==> src/rtl/law_pkg.sv <==
package law_pkg;
  localparam int ADDR_W   = 36;
  localparam int PAGE_W   = 12;
  localparam int BASE_W   = ADDR_W - PAGE_W;
  localparam int SIZE_W   = 6;
  localparam int TGT_W    = 4;
  localparam int CFGR_W   = 20;               // 1 MB configuration region
  localparam int CBASE_W  = ADDR_W - CFGR_W;
  localparam int MIN_CODE = PAGE_W - 1;       // 4 KB
  localparam int MAX_CODE = 34;               // 32 GB
  localparam int WDATA_W  = 1 + SIZE_W + TGT_W + BASE_W;

  typedef struct packed {
    logic              en;
    logic [SIZE_W-1:0] size;
    logic [TGT_W-1:0]  tgt;
    logic [BASE_W-1:0] base;
  } win_t;

  function automatic logic win_match(input win_t w, input logic [ADDR_W-1:0] a);
    logic [ADDR_W-1:0] keep;
    logic [ADDR_W-1:0] full_base;
    logic              usable;
    usable    = w.en && (w.size >= SIZE_W'(MIN_CODE)) && (w.size <= SIZE_W'(MAX_CODE));
    full_base = {w.base, {PAGE_W{1'b0}}};
    for (int i = 0; i < ADDR_W; i++)
      keep[i] = (i > int'(w.size));
    return usable && (((a ^ full_base) & keep) == '0);
  endfunction
endpackage

==> src/rtl/law_cfg_regs.sv <==
module law_cfg_regs
  import law_pkg::*;
#(
  parameter int N_WIN = 8,
  parameter int AW    = 4,
  parameter logic [CBASE_W-1:0] CFG_RST = 16'h0FF7
) (
  input  logic               clk,
  input  logic               rst_n,
  input  logic               we,
  input  logic [AW-1:0]      waddr,
  input  logic [WDATA_W-1:0] wdata,
  output win_t               win [N_WIN],
  output win_t               sram,
  output logic [CBASE_W-1:0] cfg_base
);
  localparam int CFG_IDX  = N_WIN;
  localparam int SRAM_IDX = N_WIN + 1;

  for (genvar g = 0; g < N_WIN; g++) begin : g_win
    always_ff @(posedge clk) begin
      if (!rst_n)
        win[g] <= '0;
      else if (we && (int'(waddr) == g))
        win[g] <= win_t'(wdata);
    end
  end

  always_ff @(posedge clk) begin
    if (!rst_n) begin
      sram     <= '0;
      cfg_base <= CFG_RST;
    end else if (we) begin
      if (int'(waddr) == SRAM_IDX) sram     <= win_t'(wdata);
      if (int'(waddr) == CFG_IDX)  cfg_base <= wdata[CBASE_W-1:0];
    end
  end
endmodule

==> src/rtl/law_match.sv <==
module law_match
  import law_pkg::*;
#(
  parameter int N_WIN = 8
) (
  input  logic [ADDR_W-1:0]  addr,
  input  win_t               win [N_WIN],
  input  win_t               sram,
  input  logic [CBASE_W-1:0] cfg_base,
  output logic [N_WIN-1:0]   win_hit,
  output logic               sram_hit,
  output logic               cfg_hit,
  output logic               boot_hit
);
  localparam logic [ADDR_W-24:0] BOOT_TAG = 13'h1FF;  // 0xFF800000 >> 23

  for (genvar g = 0; g < N_WIN; g++) begin : g_cmp
    assign win_hit[g] = win_match(win[g], addr);
  end

  assign sram_hit = win_match(sram, addr);
  assign cfg_hit  = (addr[ADDR_W-1:CFGR_W] == cfg_base);
  assign boot_hit = (addr[ADDR_W-1:23] == BOOT_TAG);
endmodule

==> src/rtl/law_select.sv <==
module law_select
  import law_pkg::*;
#(
  parameter int N_WIN = 8,
  parameter logic [TGT_W-1:0] SRAM_TGT = 4'hC,
  parameter logic [TGT_W-1:0] CFG_TGT  = 4'hF
) (
  input  logic [N_WIN-1:0] win_hit,
  input  win_t             win [N_WIN],
  input  logic             sram_hit,
  input  logic             cfg_hit,
  input  logic             boot_hit,
  input  logic [TGT_W-1:0] boot_target,
  output logic [TGT_W-1:0] tgt,
  output logic             hit
);
  logic [TGT_W-1:0] win_tgt;
  logic             any_win;

  always_comb begin
    win_tgt = '0;
    any_win = |win_hit;
    for (int i = N_WIN - 1; i >= 0; i--)
      if (win_hit[i]) win_tgt = win[i].tgt;
  end

  always_comb begin
    hit = 1'b1;
    if (sram_hit)      tgt = SRAM_TGT;
    else if (cfg_hit)  tgt = CFG_TGT;
    else if (any_win)  tgt = win_tgt;
    else if (boot_hit) tgt = boot_target;
    else begin
      tgt = '0;
      hit = 1'b0;
    end
  end
endmodule

==> src/rtl/law_router.sv <==
module law_router
  import law_pkg::*;
#(
  parameter int N_WIN = 8,
  parameter logic [TGT_W-1:0] SRAM_TGT = 4'hC,
  parameter logic [TGT_W-1:0] CFG_TGT  = 4'hF
) (
  input  logic                         clk,
  input  logic                         rst_n,
  input  logic                         cfg_we,
  input  logic [$clog2(N_WIN+2)-1:0]   cfg_addr,
  input  logic [law_pkg::WDATA_W-1:0]  cfg_wdata,
  input  logic [law_pkg::TGT_W-1:0]    boot_target,
  input  logic                         in_valid,
  output logic                         in_ready,
  input  logic [law_pkg::ADDR_W-1:0]   in_addr,
  output logic                         out_valid,
  input  logic                         out_ready,
  output logic [law_pkg::TGT_W-1:0]    out_target,
  output logic                         out_hit,
  output logic                         out_miss
);
  localparam int AW = $clog2(N_WIN + 2);

  win_t               win [N_WIN];
  win_t               sram;
  logic [CBASE_W-1:0] cfg_base;
  logic [N_WIN-1:0]   win_hit;
  logic               sram_hit, cfg_hit, boot_hit;
  logic [TGT_W-1:0]   sel_tgt;
  logic               sel_hit;
  logic               accept;

  law_cfg_regs #(.N_WIN(N_WIN), .AW(AW)) u_regs (
    .clk(clk), .rst_n(rst_n), .we(cfg_we), .waddr(cfg_addr), .wdata(cfg_wdata),
    .win(win), .sram(sram), .cfg_base(cfg_base)
  );

  law_match #(.N_WIN(N_WIN)) u_match (
    .addr(in_addr), .win(win), .sram(sram), .cfg_base(cfg_base),
    .win_hit(win_hit), .sram_hit(sram_hit), .cfg_hit(cfg_hit), .boot_hit(boot_hit)
  );

  law_select #(.N_WIN(N_WIN), .SRAM_TGT(SRAM_TGT), .CFG_TGT(CFG_TGT)) u_sel (
    .win_hit(win_hit), .win(win), .sram_hit(sram_hit), .cfg_hit(cfg_hit),
    .boot_hit(boot_hit), .boot_target(boot_target), .tgt(sel_tgt), .hit(sel_hit)
  );

  assign in_ready = !out_valid || out_ready;
  assign accept   = in_valid && in_ready;

  always_ff @(posedge clk) begin
    if (!rst_n) begin
      out_valid  <= 1'b0;
      out_target <= '0;
      out_hit    <= 1'b0;
      out_miss   <= 1'b0;
    end else if (accept) begin
      out_valid  <= 1'b1;
      out_target <= sel_tgt;
      out_hit    <= sel_hit;
      out_miss   <= !sel_hit;
    end else if (out_ready) begin
      out_valid  <= 1'b0;
    end
  end
endmodule

==> config.mk <==
export PLATFORM = sky130hd
export DESIGN_NAME = law_router
export DESIGN_NICKNAME = d
export VERILOG_FILES = /design/src/rtl/law_pkg.sv /design/src/rtl/law_cfg_regs.sv /design/src/rtl/law_match.sv /design/src/rtl/law_select.sv /design/src/rtl/law_router.sv
export SDC_FILE = /design/constraint.sdc
export NUM_CORES = 1
export LEC_CHECK = 0
export BUFFER_PORTS_ARGS = -buffer_cell sky130_fd_sc_hd__buf_2
export CORE_MARGIN = 1.5
export CORE_UTILIZATION = 56
export DETAILED_ROUTE_END_ITERATION = 10
export GPL_TIMING_DRIVEN = 0
export PLACE_DENSITY = 0.77
export REMOVE_ABC_BUFFERS = 1
export SYNTH_ARGS = -nofsm -noshare
export SYNTH_HDL_FRONTEND = slang
export SYNTH_SLANG_ARGS = --single-unit
==> constraint.sdc <==
create_clock -name clk -period 2.8 [get_ports clk]
set_input_delay 0.28 -clock clk [delete_from_list [all_inputs] [get_ports clk]]
set_output_delay 0.28 -clock clk [all_outputs]
set_load 0.005 [all_outputs]
==> flow_summary.json, run 1 <==
{
  "outcome": "complete, but fails checks",
  "violations": "negative setup slack",
  "crit_path_end_kind": "flip-flop",
  "fp.dieW_um": 185,
  "hp-class": "in2reg",
  "fillers": 2819,
  "fin_util_pct": 63.8,
  "final_cell_mix": "nand2_1 (716), a21boi_0 (319), dfxtp_1 (289)",
  "p_clk_share_pct": 45.9,
  "vias_per_cell": 6.27,
  "worstPathRequired_ns": 3.20,
  "internal_power_mw": 8.18,
  "finalSetupTns_ns": -0.441,
  "fin_crit_sh_pct": 105,
  "grt_overflow_total": 0,
  "critical_path.max_fanout": 9,
  "htreeDepth": 2,
  "worst_pin_slew_ns": 1.40,
  "grt_pass1_wl_um": 97000,
  "setup_viol": 4,
  "ys_seq_area_share_pct": 36.0,
  "max_freq_mhz": 341,
  "cts_tree": "yes",
  "first_iter_violations": 2436,
  "power_frac_seq_pct": 44.2,
  "cts-root-buf": "clkbuf_16",
  "ioPinCount": 92,
  "die_y_um": 185,
  "setup_ws_ns": -0.136,
  "gr-usage-all-layers_pct": 37.7,
  "synth_edf_count": 0,
  "gp_congestion": 0.960,
  "wl_per_cell_um": 23.0,
  "async_reset_ff_share_pct": 0,
  "finalClockSkew_ns": 0.0174,
  "syn_avg_cell_area_um2": 7.61,
  "syn_to_final_growth_pct": 11.9,
  "drc": 0,
  "vias": 17948,
  "pwr-share-comb_pct": 10.0,
  "path_cells": "buf_2 > nor3_1 > o21ai_0 > a2111oi_2 > a31oi_2 > o22a_1 > and4b_2 > and2_4 > a21oi_2 > o32ai_2",
  "final_common_cell": "nand2_1",
  "maxSlewViolCount": 0,
  "grt_pass1_vias": 16375,
  "final_nets": 2479,
  "critPathLaunch": "in_addr[11]",
  "cpPeakStageDelay_ns": 0.95,
  "swShare_pct": 25.7,
  "ant_nets": 0,
  "wl_um": 65900,
  "numCtsBuffers": 37,
  "rsz0062_at_grt": "yes",
  "ir_worst_vdd_mv": 0.397,
  "drv_cap": 0,
  "grt_max_degree": 196,
  "coreArea_um2": 32600,
  "synth_seq_cells": 334,
  "rows": 66,
  "die_area_um2": 34300,
  "power_per_cell_area_nw_per_um2": 530,
  "cpMaxStageDelayCell": "nor3_1",
  "io_buffers": 89,
  "r2r_setup_slack_ns": -0.09,
  "hpwl_um": 39000,
  "antenna_found_initial": 1,
  "start_util_pct": 57.0,
  "switching_power_mw": 2.84,
  "cts.path.max_buffers": 3,
  "hold_violations": 0,
  "clk_latency_ns": 0.53,
  "pre_cts_ws_ns": -0.920,
  "relSlewSlack_pct": 6.39,
  "ys.flop_type": "dfxtp_1",
  "ys_types": 77,
  "whs_ns": 0.0195,
  "reg2reg_from": "u_regs.win[101]$_SDFFE_PN0P_",
  "worstHoldStart": "in_valid",
  "drtPass1Iterations": 6,
  "synthesis.area_um2": 18600,
  "cts.clk_slew.worst_paths_ns": 0.06,
  "fin_crit_ns": 2.94,
  "drive_gt1_share_pct": 12.2,
  "yosys_warnings": 0,
  "critPathKind": "in2reg",
  "syn_inst": 2443,
  "arrival_ns": 3.34,
  "p_leak_nw": 7.09,
  "cts_sinks": 334,
  "startpoint_type": "input pin"
}
-- critical path, delay by kind of cell --
family / cells / cell delay (ns)
AOI/OAI and AO/OA: 6 / 1.47
buffers and inverters: 1 / 0.21
and+or+nand+nor: 3 / 1.37
-- cell families after synthesis --
family | synth area share (%)
xor+xnor | 10.9
mux | 0.0538
compound gates | 25.2
simple gates | 22.3
buf+inv | 5.56
fa+ha+maj | 0.0538
flops | 36.0
-- power groups by stage --
stage	sequential (mW)	combinational (mW)	clock (mW)
3_3_place_gp	4.99	1.02	0
3_5_place_dp	4.99	1.01	0
5_1_grt	4.87	1.14	5.29
6_report	4.87	1.10	5.05
2_1_floorplan	4.98	0.453	0
4_1_cts	4.87	1.03	5.09
-- synthesized netlist by cell type (all sizes together) (15+ instances only) --
library cell | number | area (um^2)
a21boi | 320 | 2400
nand2 | 717 | 2690
dfxtp | 334 | 6690
xor2 | 119 | 1040
buf | 54 | 283
nor2 | 52 | 195
a21oi | 72 | 360
nor3 | 17 | 85.1
o21ai | 74 | 370
xnor2 | 113 | 990
nand4 | 17 | 106
clkbuf | 170 | 638
o211ai | 15 | 118
nand3 | 45 | 225
a31oi | 27 | 169
inv | 30 | 113
and3 | 17 | 106
-- routing by layer --
metal  share of wire (%)  routed length (um)  vias up  track usage, %
met5               0.017                  11        -               0
met4                 7.3                4830        2            24.2
met3                  12                7910      257            8.99
met2                  42               27600     1099            55.9
met1                  39               25500     8422            49.1
li1                    -                   -     8168               -
-- path summary, 6_finish.rpt --
| check | to | depth (start not counted) |
|---|---|---|
| setup reg to reg | out_target[2]$_SDFFE_PN0P_ | 10 |
| hold reg to reg | u_regs.win[139]$_SDFFE_PN0P_ | 2 |
| hold / removal | out_valid$_SDFFE_PN0P_ | 3 |
| setup / recovery | out_target[2]$_SDFFE_PN0P_ | 10 |
-- per-stage QoR --
step	instance area [um^2]	power, mW	std cells
floorplan	17700	5.43	2219
global placement	18700	6.01	2750
detailed placement	18800	6.00	2760
CTS	20500	11.0	2849
global route	20800	11.3	2861
finish	20800	11.0	2862
-- layout make-up --
| class | instances | area, um^2 | area share [%] |
|---|---|---|---|
| Tap cell | 442 | 553 | 2.66 |
| Multi-Input combinational cell | 1855 | 11200 | 53.7 |
| Clock buffer | 50 | 1070 | 5.13 |
| Antenna cell | 1 | 2.50 | 0.0120 |
| Sequential cell | 334 | 6820 | 32.8 |
| Clock inverter | 13 | 171 | 0.824 |
| Inverter | 30 | 113 | 0.541 |
| Timing Repair Buffer | 137 | 918 | 4.42 |
-- repair_timing --
item | in CTS | in global routing
buffers inserted | 25 | 10
pin swaps | 20 | 14
endpoints found under the setup margin | 6 | 6
endpoints found under the hold margin | 1 | 0
hold buffers | 1 | 0
resized for setup | 88 | 43
-- flip-flops by register name, summed over array words and instances (netlist names) --
signal / cells
out_valid: 1
out_hit: 1
out_miss: 1
u_regs.sram: 31
u_regs.cfg_base: 16
out_target: 4
u_regs.win: 280
(Power assumes the default switching activity.)
==> run 2, diff against run 1 <==
--- a/config.mk
+++ b/config.mk
@@ -7,10 +7,9 @@
 export LEC_CHECK = 0
 export BUFFER_PORTS_ARGS = -buffer_cell sky130_fd_sc_hd__buf_2
 export CORE_MARGIN = 1.5
-export CORE_UTILIZATION = 56
+export CORE_UTILIZATION = 36
 export DETAILED_ROUTE_END_ITERATION = 10
 export GPL_TIMING_DRIVEN = 0
-export PLACE_DENSITY = 0.77
 export REMOVE_ABC_BUFFERS = 1
 export SYNTH_ARGS = -nofsm -noshare
 export SYNTH_HDL_FRONTEND = slang
==> flow_summary.json, run 2 (synthesis gave the netlist of run 1 again) <==
{
  "ir_worst_vdd_mv": 0.338,
  "wl_met2_um": 30600,
  "die_y_um": 230,
  "drive_gt1_share_pct": 12.6,
  "drc": 0,
  "fin_crit_sh_pct": 112,
  "critical_path.max_fanout": 8,
  "switching_power_mw": 2.96,
  "grt_max_degree": 175,
  "p_leak_nw": 7.14,
  "first_iter_violations": 1899,
  "setup_viol": 6,
  "grt_overflow_total": 0,
  "met1_length_um": 30300,
  "wl_met3_um": 5370,
  "power_per_cell_area_nw_per_um2": 534,
  "gp_congestion": 0.918,
  "pre_cts_ws_ns": -1.13,
  "finalClockSkew_ns": 0.0162,
  "hold_violations": 0,
  "gr-usage-all-layers_pct": 25.5,
  "cts_tree": "yes",
  "io_buffers": 89,
  "maxSlewViolCount": 0,
  "worst_pin_slew_ns": 1.43,
  "drtPass1Iterations": 7,
  "wl_um": 69500,
  "cts_sinks": 334,
  "startpoint_type": "flip-flop",
  "wl_per_cell_um": 22.4,
  "syn_to_final_growth_pct": 14.2,
  "cpMaxStageDelayCell": "o41ai_1",
  "coreArea_um2": 51200,
  "worstPathRequired_ns": 3.23,
  "crit_path_end_kind": "flip-flop",
  "worstPathBufferInverterCount": 4,
  "dp.cells": 3000,
  "vias": 17525,
  "crit_family": "compound AO/OA/AOI/OAI gates",
  "fillers": 5082,
  "final_common_cell": "nand2_1",
  "vias_per_cell": 5.64,
  "htreeDepth": 2,
  "hp-class": "in2reg",
  "layout.cells.non_filler": 3107,
  "r2r_setup_slack_ns": -0.34,
  "die_area_um2": 53000,
  "fin_crit_ns": 3.14,
  "ioPinCount": 92,
  "internal_power_mw": 8.37,
  "violations": "negative setup slack",
  "ant_nets": 0,
  "top_register": "u_regs.win",
  "swShare_pct": 26.1,
  "clk_latency_ns": 0.56,
  "finalPower_mw": 11.3,
  "finalSetupTns_ns": -1.38,
  "final_nets": 2483,
  "final_cell_mix": "nand2_1 (716), a21boi_0 (318), dfxtp_1 (288)",
  "rsz0062_at_grt": "yes",
  "setup_ws_ns": -0.339,
  "drv_cap": 0,
  "cpPeakStageDelay_ns": 0.45,
  "path_cells": "buf_4 > or2_2 > o41ai_1 > a222oi_1 > nand4_1 > a211oi_4 > buf_6 > buf_6 > buf_4 > a22o_1 > a22o_1 > o211ai_1 > o211ai_1",
  "numCtsBuffers": 41,
  "max_freq_mhz": 319,
  "layout.area.seq_um2": 6790,
  "relSlewSlack_pct": 4.16,
  "rows": 83,
  "outcome": "complete, but fails checks",
  "fp.dieW_um": 230,
  "start_util_pct": 36.3,
  "largest_register_ffs": 280,
  "cts-root-buf": "clkbuf_16",
  "cts.clk_slew.worst_paths_ns": 0.06,
  "hpwl_um": 42700,
  "power_frac_seq_pct": 43.1,
  "p_clk_share_pct": 47.3,
  "cts.path.max_buffers": 3,
  "grt_pass1_wl_um": 102000,
  "grt_pass1_vias": 16391,
  "multi_input_area_um2": 11200,
  "critPathKind": "reg2reg",
  "reg.largest.list": "u_regs.win: 280 flops, u_regs.sram: 31 flops, u_regs.cfg_base: 16 flops",
  "arrival_ns": 3.57,
  "topRoutingLayerUsed": "met4",
  "antenna_found_initial": 4,
  "pwr-share-comb_pct": 9.7
}
run 2: area by class of cell:
cell class              instances  area share (%)
inverters                      30           0.531
well taps                     680            4.01
flip-flops and latches        334            32.0
multi-input cells            1855            52.8
repair buffers                137            4.34
clock buffers                  57            5.59
diodes                          3          0.0354
clock inverters                11           0.672
run 2: worst register-to-register path: stages, from the launching register on:
cell and delay, ns:
dfxtp_4 0.36, buf_4 0.17, or2_2 0.33, o41ai_1 0.45, a222oi_1 0.20, nand4_1 0.17
a211oi_4 0.06, buf_6 0.15, buf_6 0.12, buf_4 0.14, a22o_1 0.26, a22o_1 0.20
o211ai_1 0.26, o211ai_1 0.13
run 2: worst paths after layout:
kind | startpoint | to | cells past startpoint
worst max register to register | u_regs.win[64]$_SDFFE_PN0P_ | out_target[1]$_SDFFE_PN0P_ | 13
worst max-delay path | u_regs.win[64]$_SDFFE_PN0P_ | out_target[1]$_SDFFE_PN0P_ | 13
worst min register to register | u_regs.win[269]$_SDFFE_PN0P_ | u_regs.win[269]$_SDFFE_PN0P_ | 2
worst min-delay path | boot_target[1] | out_target[1]$_SDFFE_PN0P_ | 3
run 2: stage by stage:
stage          util (%)  hold slack, ns  area (um^2)
2_1_floorplan         -           0.352        17700
3_3_place_gp       37.0           0.454        19000
3_5_place_dp       37.5           0.459        19200
4_1_cts            40.8          0.0321        20900
5_1_grt            41.5          0.0955        21200
6_report           41.5          0.0512        21200
run 2: layer usage:
layer  global-route usage (%)  up-vias
li1                         -     8190
met1                     34.4     8461
met2                     39.9      727
met3                     3.78      147
met4                     12.2        0
met5                        0        -
run 2: power by group through the flow:
stage | clock [mW] | sequential (mW) | combinational [mW]
after floorplan | 0 | 4.98 | 0.453
after global placement | 0 | 4.99 | 1.06
after detailed placement | 0 | 4.99 | 1.04
after CTS | 5.41 | 4.88 | 1.06
after global routing | 5.59 | 4.88 | 1.15
final | 5.36 | 4.88 | 1.10
run 2: what timing repair did:
| action | CTS | global route |
|---|---|---|
| setup buffers | 17 | 17 |
| pin swaps | 17 | 32 |
| resized for setup | 79 | 56 |
| hold buffers | 3 | 0 |
| hold endpoints to repair | 3 | 0 |
| setup endpoints to repair | 6 | 6 |
